**config.mk**
```make
export PLATFORM = sky130hd
export DESIGN_NAME = shared_port
export DESIGN_NICKNAME = d
export VERILOG_FILES = /design/src/rtl/pshare_pkg.sv /design/src/rtl/port_ctrl.sv /design/src/rtl/port_datapath.sv /design/src/rtl/shared_port.sv
export SDC_FILE = /design/constraint.sdc
export NUM_CORES = 1
export LEC_CHECK = 0
export CAP_MARGIN = 0
export CORE_MARGIN = 1.5
export CORE_UTILIZATION = 34
export CTS_CLUSTER_DIAMETER = 150
export DETAILED_ROUTE_END_ITERATION = 6
export PLACE_DENSITY = 0.74
export SLEW_MARGIN = 20
export SYNTH_ARGS = -nofsm -noshare
export SYNTH_HDL_FRONTEND = slang
export SYNTH_SLANG_ARGS = --single-unit
```
**constraint.sdc**
```tcl
create_clock -name clk -period 1.43 [get_ports clk]
set_clock_uncertainty 0.15 [all_clocks]
set_input_delay 0.143 -clock clk [delete_from_list [all_inputs] [get_ports clk]]
set_output_delay 0.143 -clock clk [all_outputs]
set_load 0.01 [all_outputs]
```
**src/rtl/pshare_pkg.sv**
```systemverilog
package pshare_pkg;
  localparam int SYNC_DEPTH = 2;

  typedef struct packed {
    logic latchWr;
    logic dirWr;
    logic dirLive;
  } portStrobe_t;
endpackage

```
**src/rtl/port_ctrl.sv**
```systemverilog
module port_ctrl
  import pshare_pkg::*;
#(
  parameter int PINS     = 7,
  parameter int SCI_BASE = 0,
  parameter int SCI_PINS = 2,
  parameter int SPI_BASE = 2,
  parameter int SPI_PINS = 4
) (
  input  logic              wrData,
  input  logic              wrDir,
  input  logic              inputOnly,
  input  logic              sciEn,
  input  logic              spiEn,
  output portStrobe_t       strobe,
  output logic [PINS-1:0]   ownMask
);
  always_comb begin
    strobe.latchWr = wrData;
    strobe.dirWr   = wrDir;
    strobe.dirLive = !inputOnly;
  end

  for (genvar i = 0; i < PINS; i++) begin : g_own
    localparam bit IN_SCI = (i >= SCI_BASE) && (i < SCI_BASE + SCI_PINS);
    localparam bit IN_SPI = (i >= SPI_BASE) && (i < SPI_BASE + SPI_PINS);
    if (IN_SCI) begin : g_sci
      assign ownMask[i] = sciEn;
    end else if (IN_SPI) begin : g_spi
      assign ownMask[i] = spiEn;
    end else begin : g_gpio
      assign ownMask[i] = 1'b0;
    end
  end
endmodule

```
**src/rtl/port_datapath.sv**
```systemverilog
module port_datapath
  import pshare_pkg::*;
#(
  parameter int PINS      = 7,
  parameter int PERI_PINS = 6
) (
  input  logic                 clk,
  input  logic                 rstN,
  input  portStrobe_t          strobe,
  input  logic [PINS-1:0]      ownMask,
  input  logic [PINS-1:0]      wrVal,
  input  logic [PINS-1:0]      padIn,
  input  logic [PERI_PINS-1:0] periOut,
  input  logic [PERI_PINS-1:0] periOe,
  output logic [PINS-1:0]      padOut,
  output logic [PINS-1:0]      padOe,
  output logic [PINS-1:0]      rdData,
  output logic [PINS-1:0]      rdDir
);
  logic [PINS-1:0] dataLatch;
  logic [PINS-1:0] dirReg;
  logic [PINS-1:0] syncPipe [SYNC_DEPTH];
  logic [PINS-1:0] gpioOut;

  // Output latch: no reset, its power-up value is undefined.
  always_ff @(posedge clk) begin
    if (strobe.latchWr) dataLatch <= wrVal;
  end

  always_ff @(posedge clk or negedge rstN) begin
    if (!rstN)             dirReg <= '0;
    else if (strobe.dirWr) dirReg <= wrVal;
  end

  // Pad synchronizer: pure pipeline, no reset needed.
  always_ff @(posedge clk) begin
    syncPipe[0] <= padIn;
    for (int s = 1; s < SYNC_DEPTH; s++) syncPipe[s] <= syncPipe[s-1];
  end

  assign gpioOut = strobe.dirLive ? dirReg : '0;
  assign rdDir   = gpioOut;

  for (genvar i = 0; i < PINS; i++) begin : g_pin
    logic engOut;
    logic engOe;
    if (i < PERI_PINS) begin : g_eng
      assign engOut = periOut[i];
      assign engOe  = periOe[i];
    end else begin : g_none
      assign engOut = 1'b0;
      assign engOe  = 1'b0;
    end
    always_comb begin
      if (ownMask[i]) begin
        padOut[i] = engOut;
        padOe[i]  = rstN & engOe;
        rdData[i] = syncPipe[SYNC_DEPTH-1][i];
      end else begin
        padOut[i] = dataLatch[i];
        padOe[i]  = rstN & gpioOut[i];
        rdData[i] = gpioOut[i] ? dataLatch[i] : syncPipe[SYNC_DEPTH-1][i];
      end
    end
  end

  p_reset_quiet_r1: assert property (@(posedge clk) !rstN |-> padOe == '0);

  p_dir_write_r2: assert property (@(posedge clk) disable iff (!rstN)
    (strobe.dirWr && strobe.dirLive) |=> rdDir == $past(wrVal));

  p_no_gpio_drive_r3: assert property (@(posedge clk) disable iff (!rstN)
    !strobe.dirLive |-> (padOe & ~ownMask) == '0);

  p_latch_hold_r4: assert property (@(posedge clk) disable iff (!rstN)
    !strobe.latchWr |=> $stable(dataLatch));

  p_input_path_r6: assert property (@(posedge clk) disable iff (!rstN)
    ((rdData ^ $past(padIn, 2)) & ~(gpioOut & ~ownMask)) == '0);
endmodule

```
**src/rtl/shared_port.sv**
```systemverilog
module shared_port
  import pshare_pkg::*;
#(
  parameter int PINS     = 7,
  parameter int SCI_BASE = 0,
  parameter int SCI_PINS = 2,
  parameter int SPI_BASE = 2,
  parameter int SPI_PINS = 4
) (
  input  logic            clk,
  input  logic            rstN,
  input  logic            inputOnly,
  input  logic            wrData,
  input  logic            wrDir,
  input  logic [PINS-1:0] wrVal,
  output logic [PINS-1:0] rdData,
  output logic [PINS-1:0] rdDir,
  input  logic            sciEn,
  input  logic            spiEn,
  input  logic [5:0]      periOut,
  input  logic [5:0]      periOe,
  input  logic [PINS-1:0] padIn,
  output logic [PINS-1:0] padOut,
  output logic [PINS-1:0] padOe
);
  localparam int PERI_PINS = 6;

  portStrobe_t     strobe;
  logic [PINS-1:0] ownMask;

  port_ctrl #(
    .PINS(PINS), .SCI_BASE(SCI_BASE), .SCI_PINS(SCI_PINS),
    .SPI_BASE(SPI_BASE), .SPI_PINS(SPI_PINS)
  ) u_ctrl (
    .wrData(wrData), .wrDir(wrDir), .inputOnly(inputOnly),
    .sciEn(sciEn), .spiEn(spiEn), .strobe(strobe), .ownMask(ownMask)
  );

  port_datapath #(.PINS(PINS), .PERI_PINS(PERI_PINS)) u_dp (
    .clk(clk), .rstN(rstN), .strobe(strobe), .ownMask(ownMask),
    .wrVal(wrVal), .padIn(padIn), .periOut(periOut), .periOe(periOe),
    .padOut(padOut), .padOe(padOe), .rdData(rdData), .rdDir(rdDir)
  );

  p_sci_priority_r7: assert property (@(posedge clk) disable iff (!rstN)
    sciEn |-> (padOe[SCI_BASE +: SCI_PINS] == periOe[SCI_BASE +: SCI_PINS]) &&
              (padOut[SCI_BASE +: SCI_PINS] == periOut[SCI_BASE +: SCI_PINS]));

  p_spi_priority_r8: assert property (@(posedge clk) disable iff (!rstN)
    spiEn |-> (padOe[SPI_BASE +: SPI_PINS] == periOe[SPI_BASE +: SPI_PINS]) &&
              (padOut[SPI_BASE +: SPI_PINS] == periOut[SPI_BASE +: SPI_PINS]));
endmodule

```
After elaboration in Yosys (flattened, before gate mapping) --
Memory sizes are Yosys's and may differ from the RTL's. Index checks and enable logic that the tools add are counted.
Cells by class: multiplexer cells 26, bitwise logic cells 13
Operator list (count):
- 1-bit 2-to-1 mux | 25
- 1-bit AND | 13
- 7-bit 2-to-1 mux | 1
Storage, ports and cells: register bits after elaboration 14, RAM bits 14, word-level logic and storage cells 42, memories kept 1
Memories:
- u_dp.syncPipe | depth 2, bits a word 7, rd ports 2, clocked after memory_dff 0, write ports 2, line port_datapath.sv:22 | logic [PINS-1:0] syncPipe [SYNC_DEPTH];

Depth between registers and ports, before layout --
Gate-level depths: netlist (run 1).
depth in word-level cells 3, gate-level depth with buffers 3, gate-level depth less buffers 2

Cells and area by module --
Synthesis (run 1) repeated with hierarchy kept, for this count alone.
Second synthesis, totals: cell total of the unflattened synthesis 90, area total of the unflattened synthesis 1202.4 um2
By module, submodules not included:
- port_datapath | instances 1, cells an instance 79, area each 1127.3 um2, sequential area each 665.6 um2
- port_ctrl | instances 1, cells an instance 11, area each 75.1 um2, sequential area each 0.0 um2

Least setup slack after synthesis (run 1) --
No wires, ideal clock.
path kind register to output, from register u_dp.dirReg[1], to output rdData[1], data arrival time 1.104 ns, data required time 1.137 ns, slack 0.033 ns, stages on the path, launching flop included 3, path buffers 0, cell sequence dfrtp_1 > or3b_2 > mux2_4
On the way: longest elaborated chain between the ends 3
RTL lines:
- start: declaration | line port_datapath.sv:21 | logic [PINS-1:0] dirReg;
- start signal: assignment | line port_datapath.sv:32 | else if (strobe.dirWr) dirReg <= wrVal;
- 7-bit 2-to-1 mux | line port_datapath.sv:41 | assign gpioOut = strobe.dirLive ? dirReg : '0;
- 1-bit 2-to-1 mux | line port_datapath.sv:62 | rdData[i] = gpioOut[i] ? dataLatch[i] : syncPipe[SYNC_DEPTH-1][i];
- 1-bit 2-to-1 mux | line port_datapath.sv:55 | if (ownMask[i]) begin
- end: declaration | line shared_port.sv:16 | output logic [PINS-1:0] rdData,
Every way passes these cells.

Worst setup path in the final report (run 1) --
Ends and elaborated chain as after synthesis.

==> results of run 1 <==
-- what timing repair did --
action,4_1_cts,5_1_grt
hold endpoints to repair,1,0
endpoints found under the setup margin,28,28
pin swaps,4,1
hold buffers,1,0
buffers inserted,4,4
resized for setup,150,10
-- metrics by stage --
stage	utilization	total power (W)	TNS [ns]
global placement	0.6185	0.001347	-16.98
global route	0.6597	0.001811	-5.988
CTS	0.6452	0.001713	-4.368
floorplan	-	0.001063	0
detailed placement	0.6185	0.001362	-17.32
finish	0.6597	0.001722	-4.393
-- power by group through the flow --
stage | clock (W) | combinational, W | sequential [W]
after CTS | 0.000337 | 0.000480 | 0.000896
final | 0.000321 | 0.000503 | 0.000898
after global routing | 0.000373 | 0.000535 | 0.000903
after global placement | 0 | 0.000436 | 0.000911
after detailed placement | 0 | 0.000449 | 0.000913
after floorplan | 0 | 0.000157 | 0.000906
-- kinds of logic (layout without fill, tap and decap cells) --
group	count (synthesis)	in the layout	synth area share
flops	28	28	0.5866
mux	20	20	0.2117
simple gates	20	20	0.1323
compound gates	6	6	0.03969
buf+inv	4	91	0.02977
-- cells in the final DEF (no fill, tap or decap), types with 2 or more instances in the layout --
cell             instances
a21boi_1                 2
a21boi_2                 4
and2b_2                  7
buf_2                    6
buf_4                   19
buf_6                   27
clkbuf_4                 3
clkdlybuf4s50_1         29
dfrtp_1                  7
dfxtp_1                 14
edfxtp_1                 7
mux2_2                  14
mux2_4                   6
nand2_1                  6
or3b_4                   6
-- how the worst max path moves through the flow --
stage | endpoint | slack (ns) | from
5_1_grt | rdData[3] | -0.45 | u_dp.dirReg[3]
6_report | rdData[1] | -0.39 | u_dp.dirReg[1]
3_3_place_gp | rdData[2] | -0.81 | inputOnly
4_1_cts | rdData[1] | -0.38 | u_dp.dirReg[1]
2_1_floorplan | rdData[1] | 0.03 | u_dp.dirReg[1]
3_5_place_dp | rdData[3] | -0.83 | inputOnly
-- worst max-delay path: cells and delay by family, from the launching register on --
kind	cells	cell delay, ns
and+or+nand+nor	1	0.40
DFF	1	0.39
muxes	1	0.31
buffers and inverters	1	0.12
-- metal layers --
metal | global-route usage | part of all wire | wire length (um) | vias up
li1 | - | - | - | 448
met1 | 0.1911 | 0.38 | 1165 | 451
met2 | 0.3333 | 0.55 | 1706 | 36
met3 | 0.01706 | 0.061 | 189 | 2
met4 | 0.05590 | 0.0087 | 27 | 0
met5 | 0 | 0 | 0 | -
-- registers in the layout (all words and copies together), names as in the netlist --
name            flops
u_dp.syncPipe      14
u_dp.dataLatch      7
u_dp.dirReg         7
-- cell type report --
type | count | area [um2] | area share
multi-input cells | 46 | 467.9 | 0.2286
flip-flops and latches | 28 | 665.6 | 0.3252
clock buffers | 4 | 26.28 | 0.01284
well taps | 44 | 55.05 | 0.02689
repair buffers | 87 | 832.0 | 0.4065
==> metrics.txt, run 1 <==
antenna violations before repair=0; Crit-path slowest cell=or3b_4; Clock power frac=0.186; vias in the first global route=952; Synth Instances=just under 80; fillers=between 200 and 300; per-cell routed wire length=between 10 and 15 um; internal power=approximately 0.0013 W; Die Y=roughly 61 um; area share of the largest cell type after synthesis=0.2470; Max-slew headroom=0.7116; vias per std cell=4.483; CTS buffer count=3; die width=around 61 um; final cell count without fillers=approximately 210; CTS max path bufs=2; TritonCTS clock tree=built; Psw=roughly 0.0004 W; Reg2Reg Depth=4; # placed instances=~200; RR Startpoint=u_dp.dirReg[5]; Netlist cell types=15; Max-Cap Viols=0; Req. time, crit path=1.14 ns; final worst path period need=roughly 1.8 ns; Clock Latency Late Sink=roughly 0.31 ns; grt ovf=0; worst slew pin tran=~0.43 ns; Initial Util=0.3657; r2r endpoint=u_dp.dirReg[5]; final net count=~200; Max Clk Rate=549.6 MHz; number of placement rows=20; VDD IR max=0.5988 mV; global-route wire length before repair=roughly 4.5 mm; outcome=finished with violations; most frequent cells after synthesis=mux2_2 (16), dfxtp_1 (14), and2b_2 (7), dfrtp_1 (7), edfxtp_1 (7); Antenna Diode Count=0; share of cells above drive strength 1=0.5818; Netlist Area Pre-Place=between 0.001 and 0.0015 mm2; largest net degree at the start of global routing=16; final worst-path cycle share=1.272; number of buffers added on ports=60; Post-DP HPWL=approximately 2.3 mm; hold slack=approximately 0.099 ns; Hold/Removal Path Class=in2reg; hold path depth=1; critical-path cell list=or3b_4 > mux2_4 > buf_6; Avg Cell Area, Syn=roughly 15 um2; Seq/Total Area, Yosys=0.5865; P per Cell Area=841.2 mW/mm2; Slew Limit Fails=0; routed vias=between 900 and 1000; root buf cell=clkbuf_4; setup slack at placement=-0.8300 ns; syn_nets=about 110; RSZ-0062 raised after global routing=yes; H-tree Lvls=1; total core area=between 0.003 and 0.004 mm2; I/O pin count=61; area post-placement=0.001919 mm2; die area=approximately 0.0037 mm2; Final Hold Viols=0; CP startpoint kind=flip-flop; initial DRC count=9; combinational share of power=0.292; dominant cells by area after synthesis=dfxtp_1 (25%), edfxtp_1 (19%), mux2_2 (16%); GRT Total Usage=0.1707; synth warn=0; ANT nets after route=0; cell area after layout=approximately 0.0020 mm2; clock-pin slew on the worst setup and hold paths=~0.14 ns; Synth area leader=dfxtp_1; most common cell in the netlist=mux2_2; DRT Wirelength=between 3 and 4 mm; async set-reset flop share out of synthesis=0.2500; failing checks=setup timing; # DRC=0; Worst Setup End Kind=output port; RD Place Congestion=approximately 0.77; Post-synth EDFFs=7; Hold Startpoint=padIn[6]; Flop pwr share=0.521; flops & latches, synth=28; P_leak=about 0.91 nW; maximum fanout along the worst path=2; Final setup viols=24; flop-to-flop setup slack=0.15 ns; CP arrival=between 1.5 and 2 ns; Worst path max stage delay=0.40 ns; CTS Sinks=28; Top FF cell, synth=dfxtp_1; switching share of total power=0.2329; drt first pass iters=4; post-synthesis to final-layout area growth=80.37%; Final WS setup=-0.3896 ns; Hold Path Sink=u_dp.syncPipe[0][6]; CP Class=reg2out
(Power assumes the default switching activity.)
==> run 2: changes to the inputs <==
--- a/config.mk
+++ b/config.mk
@@ -15,3 +15,4 @@
 export SYNTH_ARGS = -nofsm -noshare
 export SYNTH_HDL_FRONTEND = slang
 export SYNTH_SLANG_ARGS = --single-unit
+export TNS_END_PERCENT = 100
==> results of run 2 <==
Same layout as run 1: the final DEF is identical, and so are final timing and power.
